<file path="src/rtl/dmac_pkg.sv">
// Shared types and decode helpers for the DMA engine.
// Assumes ports of 1, 2 or 4 bytes; a zero return marks an illegal code.
package dmac_pkg;

    typedef enum logic [1:0] {CH_IDLE, CH_RD, CH_WR} ch_state_t;

    localparam logic [2:0] W_SRC  = 3'd0;
    localparam logic [2:0] W_DST  = 3'd1;
    localparam logic [2:0] W_CNT  = 3'd2;
    localparam logic [2:0] W_TAG  = 3'd3;
    localparam logic [2:0] W_STAT = 3'd4;
    localparam logic [2:0] W_CMD  = 3'd5;

    // Port width code to bytes (0 means illegal).
    function automatic logic [2:0] port_bytes(input logic [1:0] code);
        case (code)
            2'd0:    return 3'd4;
            2'd1:    return 3'd1;
            2'd2:    return 3'd2;
            default: return 3'd0;
        endcase
    endfunction

    // Unit size code to bytes (0 means illegal).
    function automatic logic [7:0] unit_bytes(input logic [3:0] code);
        case (code)
            4'd0:    return 8'd4;
            4'd1:    return 8'd1;
            4'd2:    return 8'd2;
            4'd3:    return 8'd16;
            4'd4:    return 8'd32;
            4'd5:    return 8'd64;
            4'd6:    return 8'd128;
            default: return 8'd0;
        endcase
    endfunction

    // Byte count to bus size code.
    function automatic logic [1:0] size_code(input logic [2:0] nbytes);
        case (nbytes)
            3'd1:    return 2'd0;
            3'd2:    return 2'd1;
            default: return 2'd2;
        endcase
    endfunction

endpackage

</file>
<file path="src/rtl/dmac_arb.sv">
// Bus arbiter: grants at most one requester, keeps the grant with the
// current owner while it still requests, otherwise lowest index wins.
module dmac_arb #(
    parameter int N = 2
) (
    input  logic         clk,
    input  logic         rst_n,
    input  logic [N-1:0] req,
    output logic [N-1:0] gnt
);
    localparam int IW = (N > 1) ? $clog2(N) : 1;

    logic [IW-1:0] owner_q, pick;
    logic          owner_v_q;

    // Grant selection: locked owner first, else lowest requesting index.
    always_comb begin
        gnt  = '0;
        pick = '0;
        if (owner_v_q && req[owner_q]) begin
            pick = owner_q;
        end else begin
            for (int i = N - 1; i >= 0; i--) begin
                if (req[i]) pick = IW'(i);
            end
        end
        if (|req) gnt[pick] = 1'b1;
    end

    // Remember who holds the bus.
    always_ff @(posedge clk) begin
        if (!rst_n) begin
            owner_q   <= '0;
            owner_v_q <= 1'b0;
        end else begin
            owner_q   <= pick;
            owner_v_q <= |req;
        end
    end


    one_grant_chk: assert property (@(posedge clk) disable iff (!rst_n)
        $onehot0(gnt));


    grant_kept_chk: assert property (@(posedge clk) disable iff (!rst_n)
        (|gnt) && req[pick] |=> req[$past(pick)] -> gnt[$past(pick)]);

endmodule

</file>
<file path="src/rtl/dmac_chan.sv">
// One DMA channel: register window, start checks, read/repack/write engine.
// Assumes the arbiter keeps its grant while req is high; outputs are zero
// when not granted so the top can OR channels together.
module dmac_chan
    import dmac_pkg::*;
#(
    parameter int CNT_W = 24
) (
    input  logic        clk,
    input  logic        rst_n,
    input  logic        glob_en,
    input  logic        wr_en,
    input  logic [2:0]  wr_word,
    input  logic [31:0] wr_data,
    input  logic [2:0]  rd_word,
    output logic [31:0] rd_data,
    output logic        req,
    input  logic        gnt,
    input  logic        bus_ready,
    input  logic [31:0] bus_rdata,
    output logic        bus_valid,
    output logic        bus_write,
    output logic [31:0] bus_addr,
    output logic [1:0]  bus_size,
    output logic [31:0] bus_wdata,
    output logic        ev_done,
    output logic        ev_err,
    output logic        ev_halt,
    output logic        irq_en
);
    ch_state_t        state_q;
    logic [31:0]      src_q, dst_q, data_q;
    logic [CNT_W-1:0] cnt_q;
    logic [5:0]       tag_q;
    logic [23:0]      cmd_q;
    logic             run_q, halt_q, done_q, aerr_q, mode_q;
    logic [2:0]       fill_q;
    logic [7:0]       left_q;

    logic [2:0]  sw, dw;
    logic [7:0]  ub;
    logic        busy, hs, stop, start, bad, unit_end;
    logic [31:0] rmask, merged;
    logic [3:0]  fill_add;
    logic [2:0]  fill_sub;

    // Decode of the command word and engine conditions.
    always_comb begin
        sw       = port_bytes(cmd_q[15:14]);
        dw       = port_bytes(cmd_q[13:12]);
        ub       = unit_bytes(cmd_q[11:8]);
        irq_en   = cmd_q[1];
        busy     = (state_q != CH_IDLE);
        stop     = !run_q || !glob_en;
        hs       = busy && gnt && bus_ready;
        start    = !busy && run_q && glob_en && !halt_q && !done_q && !aerr_q;
        bad      = (sw == 3'd0) || (dw == 3'd0) || (ub == 8'd0)
                 || (ub < {5'd0, sw}) || (ub < {5'd0, dw})
                 || (|(src_q[1:0] & (sw[1:0] - 2'd1)))
                 || (|(dst_q[1:0] & (dw[1:0] - 2'd1)));
        unit_end = hs && (state_q == CH_WR) && (left_q == {5'd0, dw});
        ev_err   = start && bad;
        ev_done  = (start && !bad && (cnt_q == '0))
                 || (unit_end && (cnt_q == CNT_W'(1)));
        ev_halt  = busy && !ev_done && stop && (hs || !gnt);
        case (sw)
            3'd1:    rmask = 32'h0000_00FF;
            3'd2:    rmask = 32'h0000_FFFF;
            default: rmask = 32'hFFFF_FFFF;
        endcase
        merged   = data_q | ((bus_rdata & rmask) << {fill_q, 3'b000});
        fill_add = {1'b0, fill_q} + {1'b0, sw};
        fill_sub = fill_q - dw;
    end

    // Bus outputs, zero unless granted.
    always_comb begin
        req       = busy;
        bus_valid = busy && gnt;
        bus_write = gnt && (state_q == CH_WR);
        bus_addr  = gnt ? ((state_q == CH_WR) ? dst_q : src_q) : 32'd0;
        bus_size  = gnt ? size_code((state_q == CH_WR) ? dw : sw) : 2'd0;
        bus_wdata = gnt ? data_q : 32'd0;
    end

    // Register readback.
    always_comb begin
        case (rd_word)
            W_SRC:   rd_data = src_q;
            W_DST:   rd_data = dst_q;
            W_CNT:   rd_data = 32'(cnt_q);
            W_TAG:   rd_data = {26'd0, tag_q};
            W_STAT:  rd_data = {mode_q, 26'd0, aerr_q, done_q, halt_q, 1'b0, run_q};
            W_CMD:   rd_data = {8'd0, cmd_q};
            default: rd_data = 32'd0;
        endcase
    end

    // Register writes, flag updates and the transfer state machine.
    always_ff @(posedge clk) begin
        if (!rst_n) begin
            state_q <= CH_IDLE;
            src_q   <= '0;
            dst_q   <= '0;
            data_q  <= '0;
            cnt_q   <= '0;
            tag_q   <= '0;
            cmd_q   <= '0;
            run_q   <= 1'b0;
            halt_q  <= 1'b0;
            done_q  <= 1'b0;
            aerr_q  <= 1'b0;
            mode_q  <= 1'b0;
            fill_q  <= '0;
            left_q  <= '0;
        end else begin
            if (wr_en) begin
                case (wr_word)
                    W_SRC:  if (!busy) src_q <= wr_data;
                    W_DST:  if (!busy) dst_q <= wr_data;
                    W_CNT:  if (!busy) cnt_q <= wr_data[CNT_W-1:0];
                    W_TAG:  if (!busy) tag_q <= wr_data[5:0];
                    W_CMD:  if (!busy) cmd_q <= wr_data[23:0];
                    W_STAT: begin
                        run_q  <= wr_data[0];
                        halt_q <= halt_q & wr_data[2];
                        done_q <= done_q & wr_data[3];
                        aerr_q <= aerr_q & wr_data[4];
                        mode_q <= wr_data[31];
                    end
                    default: ;
                endcase
            end
            case (state_q)
                CH_IDLE: if (start && !bad && (cnt_q != '0)) begin
                    state_q <= CH_RD;
                    fill_q  <= '0;
                    data_q  <= '0;
                    left_q  <= ub;
                end
                CH_RD: if (hs) begin
                    data_q  <= merged;
                    fill_q  <= fill_add[2:0];
                    if (cmd_q[23]) src_q <= src_q + 32'(sw);
                    state_q <= (fill_add >= {1'b0, dw}) ? CH_WR : CH_RD;
                end
                CH_WR: if (hs) begin
                    data_q  <= data_q >> {dw, 3'b000};
                    fill_q  <= fill_sub;
                    if (cmd_q[22]) dst_q <= dst_q + 32'(dw);
                    if (unit_end) begin
                        cnt_q  <= cnt_q - CNT_W'(1);
                        left_q <= ub;
                    end else begin
                        left_q <= left_q - {5'd0, dw};
                    end
                    state_q <= (fill_sub >= dw) ? CH_WR : CH_RD;
                end
                default: state_q <= CH_IDLE;
            endcase
            if (ev_done || ev_halt) state_q <= CH_IDLE;
            if (ev_err)  aerr_q <= 1'b1;
            if (ev_done) done_q <= 1'b1;
            if (ev_halt) halt_q <= 1'b1;
        end
    end


    req_hold_chk: assert property (@(posedge clk) disable iff (!rst_n)
        bus_valid && !bus_ready |=> bus_valid && $stable(bus_addr) && $stable(bus_write));


    count_down_chk: assert property (@(posedge clk) disable iff (!rst_n)
        busy |=> cnt_q <= $past(cnt_q));


    done_err_excl_chk: assert property (@(posedge clk) disable iff (!rst_n)
        !(done_q && aerr_q));


    halt_idle_chk: assert property (@(posedge clk) disable iff (!rst_n)
        $rose(halt_q) |-> !busy);

endmodule

</file>
<file path="src/rtl/dmac_top.sv">
// DMA controller top: global enable/flags, interrupt-pending bitmap,
// register address decode, channel array and memory bus merge.
// Assumes word-aligned register accesses; NCH is at most 32.
module dmac_top
    import dmac_pkg::*;
#(
    parameter int NCH   = 2,
    parameter int CNT_W = 24
) (
    input  logic           clk,
    input  logic           rst_n,
    input  logic           reg_we,
    input  logic [12:0]    reg_addr,
    input  logic [31:0]    reg_wdata,
    output logic [31:0]    reg_rdata,
    output logic           mem_valid,
    output logic           mem_write,
    output logic [31:0]    mem_addr,
    output logic [1:0]     mem_size,
    output logic [31:0]    mem_wdata,
    input  logic           mem_ready,
    input  logic [31:0]    mem_rdata,
    output logic [NCH-1:0] irq
);
    localparam int CI_W = 7;

    logic [CI_W-1:0] ch_idx;
    logic            aligned, glob_sel, ctrl_we, pend_we;
    logic            g_en_q, g_err_q, g_halt_q;
    logic [NCH-1:0]  pend_q, req, gnt, ch_we, ev_done, ev_err, ev_halt, ch_irq_en;
    logic [NCH-1:0]  b_valid, b_write;
    logic [31:0]     ch_rd   [NCH];
    logic [31:0]     b_addr  [NCH];
    logic [31:0]     b_wdata [NCH];
    logic [1:0]      b_size  [NCH];

    // Address decode for global and channel windows.
    always_comb begin
        ch_idx   = reg_addr[11:5];
        aligned  = (reg_addr[1:0] == 2'b00);
        glob_sel = aligned && reg_addr[12];
        ctrl_we  = reg_we && glob_sel && (reg_addr[11:2] == 10'd0);
        pend_we  = reg_we && glob_sel && (reg_addr[11:2] == 10'd1);
        for (int i = 0; i < NCH; i++) begin
            ch_we[i] = reg_we && aligned && !reg_addr[12] && (ch_idx == CI_W'(i));
        end
    end

    // Read data mux.
    always_comb begin
        reg_rdata = 32'd0;
        if (aligned) begin
            if (reg_addr[12]) begin
                if (reg_addr[11:2] == 10'd0)
                    reg_rdata = {28'd0, g_halt_q, g_err_q, 1'b0, g_en_q};
                else if (reg_addr[11:2] == 10'd1)
                    reg_rdata = 32'(pend_q);
            end else begin
                for (int i = 0; i < NCH; i++) begin
                    if (ch_idx == CI_W'(i)) reg_rdata = ch_rd[i];
                end
            end
        end
    end

    // Global control flags and interrupt-pending bitmap.
    always_ff @(posedge clk) begin
        if (!rst_n) begin
            g_en_q   <= 1'b0;
            g_err_q  <= 1'b0;
            g_halt_q <= 1'b0;
            pend_q   <= '0;
        end else begin
            if (ctrl_we) begin
                g_en_q   <= reg_wdata[0];
                g_err_q  <= g_err_q & reg_wdata[2];
                g_halt_q <= g_halt_q & reg_wdata[3];
            end
            if (|ev_err)  g_err_q  <= 1'b1;
            if (|ev_halt) g_halt_q <= 1'b1;
            pend_q <= (pend_we ? (pend_q & reg_wdata[NCH-1:0]) : pend_q)
                    | (ev_done & ch_irq_en);
        end
    end

    assign irq = pend_q;

    for (genvar g = 0; g < NCH; g++) begin : g_ch
        dmac_chan #(.CNT_W(CNT_W)) i_chan (
            .clk(clk), .rst_n(rst_n), .glob_en(g_en_q),
            .wr_en(ch_we[g]), .wr_word(reg_addr[4:2]), .wr_data(reg_wdata),
            .rd_word(reg_addr[4:2]), .rd_data(ch_rd[g]),
            .req(req[g]), .gnt(gnt[g]), .bus_ready(mem_ready), .bus_rdata(mem_rdata),
            .bus_valid(b_valid[g]), .bus_write(b_write[g]), .bus_addr(b_addr[g]),
            .bus_size(b_size[g]), .bus_wdata(b_wdata[g]),
            .ev_done(ev_done[g]), .ev_err(ev_err[g]), .ev_halt(ev_halt[g]),
            .irq_en(ch_irq_en[g])
        );


        pend_cause_chk: assert property (@(posedge clk) disable iff (!rst_n)
            $rose(pend_q[g]) |-> $past(ev_done[g]));
    end

    dmac_arb #(.N(NCH)) i_arb (.clk(clk), .rst_n(rst_n), .req(req), .gnt(gnt));

    // Merge of the granted channel onto the memory bus.
    always_comb begin
        mem_valid = |b_valid;
        mem_write = |b_write;
        mem_addr  = '0;
        mem_size  = '0;
        mem_wdata = '0;
        for (int i = 0; i < NCH; i++) begin
            mem_addr  = mem_addr  | b_addr[i];
            mem_size  = mem_size  | b_size[i];
            mem_wdata = mem_wdata | b_wdata[i];
        end
    end


    no_start_off_chk: assert property (@(posedge clk) disable iff (!rst_n)
        !g_en_q && !(|req) |=> !(|req));

endmodule

</file>
<file path="config.mk">
export PLATFORM = sky130hd
export DESIGN_NAME = dmac_top
export DESIGN_NICKNAME = d
export VERILOG_FILES = /design/src/rtl/dmac_pkg.sv /design/src/rtl/dmac_arb.sv /design/src/rtl/dmac_chan.sv /design/src/rtl/dmac_top.sv
export SDC_FILE = /design/constraint.sdc
export NUM_CORES = 1
export LEC_CHECK = 0
export BUFFER_PORTS_ARGS = -buffer_cell sky130_fd_sc_hd__buf_2
export CAP_MARGIN = 20
export CORE_AREA = 2 2 327 200
export DETAILED_ROUTE_END_ITERATION = 8
export DIE_AREA = 0 0 329 202
export SKIP_LAST_GASP = 1
export SLEW_MARGIN = 20
export SYNTH_ARGS = -nofsm -noshare
export SYNTH_HDL_FRONTEND = slang
export SYNTH_SLANG_ARGS = --single-unit
</file>
<file path="constraint.sdc">
create_clock -name clk -period 5.2 [get_ports clk]
set_input_delay 0 -clock clk [delete_from_list [all_inputs] [get_ports clk]]
set_output_delay 0 -clock clk [all_outputs]
set_load 0.03 [all_outputs]
</file>
# Word level (Yosys, flattened, before mapping)

Index checks and enable logic that the tools add are counted.

Memories: 0
Bits in latches: 0
Memory bits (read-only): 0
Register bits: 343
Output and inout bits: 102
RAM bits: 0
Logic and storage cells: 425
Input port bits: 81

Equality and inequality tests: 49
Reductions and logical operators: 155
Multiply operators: 0
Add/sub/neg operators: 16
Bitwise gates (word level): 25
Div/mod/pow operators: 0
Shift operators: 4
Magnitude comparators: 11
Multiplexer cells: 131

Operators with widths:

| cell                                                                 | count |
|---|---|
| 32-bit two-way mux                                                   | 40 |
| 32-bit one-hot mux with 6 select lines                               | 2 |
| 24-bit two-way mux                                                   | 12 |
| 32-bit one-hot mux with 3 select lines                               | 2 |
| 32-bit by 3-bit adder with 32-bit output                             | 4 |
| 32-bit bitwise OR                                                    | 4 |
| 32-bit one-hot mux with 2 select lines                               | 2 |
| 8-bit one-hot mux with 7 select lines                                | 2 |
| 32-bit bitwise AND                                                   | 2 |
| 32-bit by 6-bit left shift with 32-bit output                        | 2 |
| 32-bit by 6-bit >> shifter with 32-bit output                        | 2 |
| 3-bit one-hot mux with 3 select lines                                | 6 |
| 24-bit by 1-bit == test with 1-bit output, second input constant     | 2 |
| 24-bit zero test                                                     | 2 |
| 8-bit two-way mux                                                    | 6 |
| 24-bit nonzero test                                                  | 2 |
| 24-bit by 1-bit subtractor with 24-bit output, second input constant | 2 |
| 1-bit logical AND                                                    | 46 |
| 2-bit nonzero test                                                   | 18 |
| 8-bit by 3-bit < comparator with 1-bit output                        | 4 |
| 8-bit one-hot mux with 2 select lines                                | 2 |
| 2-bit two-way mux                                                    | 15 |
| 1-bit two-way mux                                                    | 28 |
| 4-bit by 3-bit == test with 1-bit output, second input constant      | 6 |
| 41 further kinds                                                     | 178 |

# Depth between registers and ports, before layout

Gate-level depths: netlist of run 1.

Word-level depth: 22
Gate-level depth with buffers: 16
Mapped depth without buffers: 14

# By module

A second synthesis of run 1 with hierarchy kept.

Cell total of the unflattened synthesis: 3292
Area total of the unflattened synthesis: 24941.4 µm²

By module, submodules not included:

| module                      | area each (µm²) | cells each | times used | seq. area each (µm²) |
|---|---|---|---|---|
| dmac_chan at g_ch[0].i_chan | 11866.4         | 1569       | 1          | 3363.2 |
| dmac_chan at g_ch[1].i_chan | 11746.3         | 1535       | 1          | 3363.2 |
| dmac_top                    | 1251.2          | 179        | 1          | 100.1 |
| dmac_arb                    | 77.6            | 9          | 1          | 40.0 |

# Least setup slack after synthesis of run 1

OpenSTA, ideal clock, no wires.

Path kind: reg2reg
Start: register g_ch[0].i_chan.cmd_q[12]
End: register g_ch[0].i_chan.state_q[0]
Slack: 1.789 ns
Clock period less this slack: 3.411 ns
Path buffers: 2
Required time: 5.082 ns
Library setup time: 0.118 ns
Cell stages (with the launch flop): 15
Arrival: 3.294 ns
Cell sequence: dfxtp_1 > inv_1 > ha_1 > clkbuf_1 > clkbuf_1 > inv_1 > fa_1 > xor2_1 > xnor2_1 > ha_1 > nand2_1 > a21o_1 > and3_1 > o311a_1 > o2111a_1

Longest elaborated chain between the ends: 19

Ends and longest elaborated chain:

| element                                                                                                | RTL line         | RTL |
|---|---|---|
| from (decl)                                                                                            | dmac_chan.sv:35  | `logic [23:0] cmd_q;` |
| from (signal assigned)                                                                                 | dmac_chan.sv:123 | `W_CMD: if (!busy) cmd_q <= wr_data[23:0];` |
| 2-bit == test (tied with other cells)                                                                  | dmac_pkg.sv:16   | `case (code)` |
| 3-bit one-hot mux with 3 select lines (*)                                                              | dmac_pkg.sv:16   |  |
| parallel branches: the longest is 17 deep, another holds 8-bit by 3-bit < comparator with 1-bit output | n/a              |  |
| to (signal assigned)                                                                                   | dmac_chan.sv:145 | `state_q <= (fill_add >= {1'b0, dw}) ? CH_WR : CH_RD;` |
| to (signal assigned)                                                                                   | dmac_chan.sv:157 | `state_q <= (fill_sub >= dw) ? CH_WR : CH_RD;` |
| to (decl)                                                                                              | dmac_chan.sv:31  | `ch_state_t state_q;` |

Mark *: on every way between the ends. The select of a mux whose other input is x is not followed.
A chain may end at the register's enable or synchronous reset.

# Final worst setup path of run 1

Start: register g_ch[1].i_chan.cmd_q[13]
End: output port mem_size[1]

Longest elaborated chain between the ends: 7

Ends and longest elaborated chain:

| element                                                                                              | RTL line         | RTL |
|---|---|---|
| from (decl)                                                                                          | dmac_chan.sv:35  |  |
| from (signal assigned)                                                                               | dmac_chan.sv:123 |  |
| 2-bit == test (tied with other cells)                                                                | dmac_pkg.sv:16   |  |
| 3-bit one-hot mux with 3 select lines (*)                                                            | dmac_pkg.sv:16   |  |
| 3-bit two-way mux (*)                                                                                | dmac_chan.sv:82  | `bus_size = gnt ? size_code((state_q == CH_WR) ? dw : sw) : 2'd0;` |
| 3-bit by 2-bit == test with 1-bit output or 3-bit by 1-bit == test with 1-bit output (tied branches) | dmac_pkg.sv:40   | `case (nbytes)` |
| 2-bit one-hot mux with 2 select lines (*)                                                            | dmac_pkg.sv:40   |  |
| 2-bit two-way mux (*)                                                                                | dmac_chan.sv:82  |  |
| 2-bit bitwise OR (*)                                                                                 | dmac_top.sv:116  | `mem_size = mem_size \| b_size[i];` |
| to (decl)                                                                                            | dmac_top.sv:19   | `output logic [1:0] mem_size,` |

Mark *: on every way between the ends. The rest lies on a longest branch, timed or not.

==> qor.csv, run 1 <==
metric;value;unit
syn nets;3597;
Final Hold Viols;0;
EDFF count, synth;0;
CP Cell Sequence;inv_1 > ha_1 > inv_1 > nor2_1 > o21ai_0 > o311ai_0 > o21ai_0 > buf_2;
clock share of power;49.7;%
fmax;244;MHz
Worst-path clk slew;60;ps
Synth Area per Inst;7.35;µm²
DRT antenna net count;0;
vias in the first global route;24400;
1st-iter DRT viols;4148;
clock tree buffer depth;3;
Finished Core Util;44.8;%
setup TNS;0;ps
Net Sw Frac;25.9;%
critical path class;register to output pin;
largest family of logic cells by synthesized area;compound AO/OA/AOI/OAI gates;
Global Route Usage Sum;33.2;%
die width;329;µm
Int Pwr;4460;µW
drt total wl;115;mm
adder-cell share of the synthesized area;4.67;%
Avg WL per Cell;26.4;µm
Max Cap Violations;0;
endpoint class of the critical path;output pin;
DRT Pass-1 Iters;7;
Yosys reg bits;343;
via count;27900;
main flop type after synthesis;dfxtp_1;
XOR/XNOR share of the synthesized area;0.591;%
Synth Warn #;0;
cell taking the most area after synthesis;dfxtp_1;
initial antenna violation count;3;
drt drc;0;
crit path launch type;register;
synth top area cells;dfxtp_1, mux2i_1, nand2_1;
final worst path period need;4090;ps
worst endpoint data arrival time;4090;ps
nets;3658;
sequential fraction of the synthesis area;27.3;%
root buffer cell;clkbuf_16;
clock sink count;343;
fill count;6542;
Hold Crit Class;primary input to register;
power per cell area;211;mW/mm²
Seq pwr share;43.6;%
worst-path maximum fanout;26;
Setup Skew;12.9;ps
Vert. Die Dim;202;µm
layout cells sized above 1;10.9;%
HPWL Detailed;84.8;mm
Post-Syn Instances;3428;
Max Slew Vio Count;0;
Hold WS;17.6;ps
Yosys cell types;90;
post_cts resized;0;
io pins;183;
DP Area;0.0266;mm²
multiplexer area fraction after synthesis;10.8;%
CORE AREA;0.0635;mm²
Post-synth top cells;nand2_1, dfxtp_1, a21oi_1;
vias per inst;6.38;
area grow syn2layout;13.1;%
first-pass GRT wire length;166;mm
CTS tree;built;
Worst Max-Slew Pin Slew;1090;ps
largest net degree at the start of global routing;132;
final period utilization;78.7;%
Worst path max stage delay;860;ps
Comb pwr share;6.7;%
Rows;72;
GRT Residual Overflow;0;
NetSw;1560;µW
Num CTS Buffers;38;
Synth Area in Compound Gates;26.6;%
outcome;complete, no violations;
clk_lat worst skew;570;ps
top-area cell type share of the netlist area;27.3;%
Initial Util;39.7;%
Setup violations, final;0;
Critical-path top delay cell;ha_1;
Synth Area in Simple Gates;24.5;%
IO buf count;182;
Synth Cell Area;0.0252;mm²
RSZ-0062 raised after global routing;no;
cell area after layout;0.0285;mm²
post-synthesis async set-or-reset flop share;0;%
LEAKAGE;0.0101;µW
H-tree depth;2;
top-count cell post-synth;nand2_1;
Die Area;0.0665;mm²
maximum VDD drop;0.000285;V
Worst EP required;5200;ps
Slew headroom;27.3;%
GPL Wtd Cong;1.04;
-- area by class of cell --
cell class / count / area, µm² / share of cell area [%]
Antenna cell: 3 / 7.51 / 0.0264
Inverter: 86 / 330 / 1.16
Tap cell: 851 / 1060 / 3.74
Clock buffer: 58 / 1190 / 4.18
Sequential cell: 343 / 6870 / 24.1
Clock inverter: 9 / 126 / 0.444
Timing Repair Buffer: 295 / 1900 / 6.67
Multi-Input combinational cell: 2725 / 17000 / 59.7
-- state kept, by name (all words and copies together), names as in the netlist, 4 cells and up --
name                 count
g_ch.i_chan.left_q      16
g_ch.i_chan.cnt_q       48
g_ch.i_chan.tag_q       12
g_ch.i_chan.dst_q       64
g_ch.i_chan.data_q      64
g_ch.i_chan.state_q      4
g_ch.i_chan.fill_q       6
g_ch.i_chan.src_q       64
g_ch.i_chan.cmd_q       48
-- through the flow --
step / worst slack, ps / cells / total power, µW
3_5_place_dp: 1270 / 4246 / 3020
2_1_floorplan: 1790 / 3428 / 2850
6_report: 1110 / 4370 / 6020
5_1_grt: 786 / 4368 / 6120
4_1_cts: 1160 / 4367 / 6000
3_3_place_gp: 1420 / 4246 / 3030
-- layer usage --
metal	up-vias	wire, µm	track usage (%)
li1	12700	-	-
met1	13000	52100	50.9
met2	1940	40700	39.4
met3	188	19900	16.3
met4	2	2750	7.58
met5	-	11	0
-- power groups by stage --
stage | clock, µW | sequential [µW] | combinational (µW)
floorplan | 0 | 2690 | 164
global placement | 0 | 2690 | 340
detailed placement | 0 | 2690 | 337
CTS | 3000 | 2630 | 371
global route | 3090 | 2630 | 401
finish | 2990 | 2630 | 401
-- critical path: cells and delay by family (launching register included) --
| family | cells | cell delay, ps |
|---|---|---|
| fa+ha+maj | 1 | 860 |
| buf+inv | 3 | 870 |
| simple gates | 1 | 680 |
| flops | 1 | 350 |
| compound gates | 3 | 760 |
-- worst paths after layout --
kind | from | end | slack (ps) | cells after the start
min | reg_addr[12] | g_en_q$_SDFFE_PN0P_ | 20 | 6
max | g_ch[1].i_chan.cmd_q[13]$_SDFFE_PN0P_ | mem_size[1] | 1110 | 8
min reg2reg | g_ch[1].i_chan.cmd_q[4]$_SDFFE_PN0P_ | g_ch[1].i_chan.cmd_q[4]$_SDFFE_PN0P_ | 460 | 2
max reg2reg | g_ch[1].i_chan.cmd_q[13]$_SDFFE_PN0P_ | g_ch[1].i_chan.data_q[2]$_SDFFE_PN0P_ | 1220 | 10
-- repair_timing --
action	in CTS	in global routing
setup buffers	0	0
hold endpoints to repair	220	0
hold buffers	54	0
-- logic make-up (layout without fill, tap and decap cells) --
logic type | after synthesis | after routing
simple gates | 1305 | 1305
compound gates | 1049 | 1049
buf+inv | 360 | 448
flops | 343 | 343
mux | 266 | 266
fa+ha+maj | 88 | 88
xor+xnor | 17 | 17
other cells | 0 | 3
-- layout by cell type (no fill, tap or decap), types with 33 or more instances in the layout --
cell / n
nor2_1: 294
nand3_1: 76
inv_1: 82
and2_1: 33
nor4_1: 45
nand2_1: 503
nor3_1: 78
dlygate4sd3_1: 54
mux2i_1: 244
ha_1: 75
dfxtp_1: 343
a22oi_1: 59
buf_4: 61
and3_1: 39
buf_2: 180
a21oi_1: 327
clkbuf_16: 41
a31oi_1: 66
o22ai_1: 67
o21ai_0: 215
(Power assumes the default switching activity.)
==> run 2, diff against run 1 <==
==> constraint.sdc (replaced) <==
create_clock -name clk -period 3.95 [get_ports clk]
set_input_delay 0 -clock clk [delete_from_list [all_inputs] [get_ports clk]]
set_output_delay 0 -clock clk [all_outputs]
set_load 0.03 [all_outputs]
==> run 2 against run 1 <==
  * Clock power is 36% higher
  * First-iteration DRC count is 5.6% higher
  * Combinational power is 34% higher
  * Cell count is 1.1% higher
  * Sequential share of layout area is 0.35 points lower
  * Critical path depth is 2 higher
  * Clock skew is 20 ps higher
  * Critical path type is now register to register
  * Largest power group unchanged
==> qor.csv, run 2 (synthesis gave the netlist of run 1 again) <==
metric;value;unit;change
Finished Core Util;45.5;%;+0.67 points
Slew headroom;28.6;%;+1.4 points
Rows;72;;unchanged
Setup violations, final;0;;unchanged
io pins;183;;unchanged
Worst-path clk slew;70;ps;about the same
Seq pwr share;42.8;%;-0.8 points
setup TNS;0;ps;unchanged
worst hold start;reg_addr[9];;
final period utilization;88.5;%;
first-pass GRT wire length;171;mm;+2.9%
worst reg-to-reg path cell count;10;;unchanged
root buffer cell;clkbuf_16;;
H-tree depth;2;;unchanged
via count;28300;;+1.6%
setup repair bufs after CTS;0;;unchanged
worst endpoint data arrival time;3990;ps;-100 ps
Worst Max-Slew Pin Slew;1060;ps;-28.9 ps
Global Route Usage Sum;34.1;%;+0.88 points
DRT antenna net count;0;;unchanged
CORE AREA;0.0635;mm²;unchanged
power per cell area;279;mW/mm²;+32%
DRT Pass-1 Iters;7;;unchanged
worst-path maximum fanout;27;;+3.8%
endpoint class of the critical path;register;;
CTS tree;built;;
clock sink count;343;;unchanged
commonest non-fill, non-tap cell in the layout;nand2_1;;
Max Slew Vio Count;0;;unchanged
layout cells sized above 1;11.9;%;+0.98 points
Avg WL per Cell;26.7;µm;+1.1%
final worst path period need;3500;ps;
post_cts resized;0;;unchanged
Worst path max stage delay;630;ps;-230 ps
nets;3704;;+1.3%
clock share of power;50.5;%;+0.8 points
Final Hold Viols;0;;unchanged
Place WS;552;ps;-715 ps
drt drc;0;;unchanged
fmax;286;MHz;
Setup Skew;33.2;ps;+20.3 ps
Die Area;0.0665;mm²;unchanged
final setup margin;454;ps;-651 ps
reg2reg start;g_ch[0].i_chan.cmd_q[10]$_SDFFE_PN0P_;;
fill count;6471;;-1.1%
1st-iter DRT viols;4379;;+5.6%
HPWL Detailed;86.1;mm;+1.5%
commonest cells after routing, fill and taps aside;nand2_1, dfxtp_1, a21oi_1;;
clock tree buffer depth;3;;unchanged
GRT Residual Overflow;0;;unchanged
critical path class;register to register;;
LEAKAGE;0.0103;µW;+2.4%
RSZ-0062 raised after global routing;no;;
Power Total;8070;µW;+34%
CP Cell Sequence;or2_2 > nor3b_1 > ha_1 > o21ai_0 > a31oi_1 > o311ai_1 > o31ai_2 > buf_4 > nand2_4 > mux2i_1;;
maximum VDD drop;0.000228;V;-20%
Initial Util;39.7;%;unchanged
crit path launch type;register;;
Num CTS Buffers;39;;+2.6%
Max Cap Violations;0;;unchanged
Int Pwr;5980;µW;+34%
NetSw;2090;µW;+34%
Net Sw Frac;25.9;%;-0.048 points
Comb pwr share;6.7;%;about the same
Worst EP required;4440;ps;-760 ps
outcome;complete, no violations;;
area grow syn2layout;14.7;%;
largest net degree at the start of global routing;143;;+8.3%
Vert. Die Dim;202;µm;unchanged
Worst Hold Depth;6;;unchanged
GPL Wtd Cong;1.02;;-1.9%
die width;329;µm;unchanged
Hold WS;44.1;ps;+26.5 ps
Hold Crit Class;primary input to register;;
vias in the first global route;24900;;+1.9%
initial antenna violation count;5;;+2
# hold bufs at CTS;63;;+17%
Critical-path top delay cell;o311ai_1;;
IO buf count;182;;unchanged
vias per inst;6.41;;+0.50%
clk_lat worst skew;590;ps;+20 ps
internal reg-to-reg setup slack;450;ps;-770 ps
biggest registers after layout;g_ch.i_chan.data_q x64, g_ch.i_chan.dst_q x64, g_ch.i_chan.src_q x64;;
Reg2Reg Capture Point;g_ch[0].i_chan.data_q[15]$_SDFFE_PN0P_;;
drt total wl;118;mm;+2.2%
Worst Hold Endpoint;g_ch[1].i_chan.mode_q$_SDFFE_PN0P_;;
## run 2: changes by cell type in the layout (fill, tap and decap cells not counted), sizes merged
| cell | change |
|---|---|
| buf | +36 |
| dlygate4sd3 | +9 |
| clkbuf | -7 |
| clkinv | +5 |
| bufinv | +3 |
| diode | +1 |
| inv | +1 |
## run 2: how the worst max path moves through the flow
stage / start / to / slack (ps) / cells after the start
floorplan: g_ch[0].i_chan.cmd_q[12]$_SDFFE_PN0P_ / g_ch[0].i_chan.state_q[0]$_SDFFE_PP0P_ / 540 / 14
global placement: g_ch[1].i_chan.cmd_q[13]$_SDFFE_PN0P_ / g_ch[1].i_chan.cnt_q[10]$_SDFF_PN0_ / 730 / 10
detailed placement: g_ch[0].i_chan.cmd_q[10]$_SDFFE_PN0P_ / g_ch[0].i_chan.data_q[0]$_SDFFE_PN0P_ / 550 / 10
CTS: g_ch[0].i_chan.cmd_q[10]$_SDFFE_PN0P_ / g_ch[0].i_chan.data_q[5]$_SDFFE_PN0P_ / 530 / 10
global route: g_ch[1].i_chan.cmd_q[12]$_SDFFE_PN0P_ / g_ch[1].i_chan.cnt_q[4]$_SDFF_PN0_ / 180 / 10
finish: g_ch[0].i_chan.cmd_q[10]$_SDFFE_PN0P_ / g_ch[0].i_chan.data_q[15]$_SDFFE_PN0P_ / 450 / 10
## run 2: through the flow
stage          area [µm²]  std cells
2_1_floorplan       25200       3428
3_3_place_gp        26900       4282
6_report            28900       4418
5_1_grt             28900       4415
4_1_cts             28900       4414
3_5_place_dp        26900       4282
## run 2: power by group through the flow
stage / clock (µW) / combinational (µW) / sequential (µW)
2_1_floorplan: 0 / 215 / 3540
3_3_place_gp: 0 / 452 / 3540
3_5_place_dp: 0 / 449 / 3540
4_1_cts: 4100 / 499 / 3460
5_1_grt: 4250 / 538 / 3460
6_report: 4080 / 539 / 3460
## run 2: layout make-up
class	instances	area [µm²]	area share [%]
antenna	4	10.0	0.0346
clock buffer	51	1110	3.85
clock inverter	18	258	0.892
inverter	86	330	1.14
multi-input combinational	2725	17000	58.8
sequential	343	6870	23.8
tap	851	1060	3.68
timing repair buffer	340	2270	7.86
## run 2: worst max-delay path, delay by kind of cell, from the launching register on
kind,cells,cell delay [ps]
muxes,1,250
AOI/OAI and AO/OA,4,990
and+or+nand+nor,3,1260
buffers and inverters,1,220
DFF,1,360
adders and majority gates,1,330
## run 2: layer usage
metal | global-route usage (%) | part of all wire, % | wire, µm
met1 | 53.4 | 45 | 52800
met2 | 40.5 | 35 | 41800
met3 | 15.1 | 18 | 20700
met4 | 7.18 | 2.2 | 2620
met5 | 0 | 0 | 0
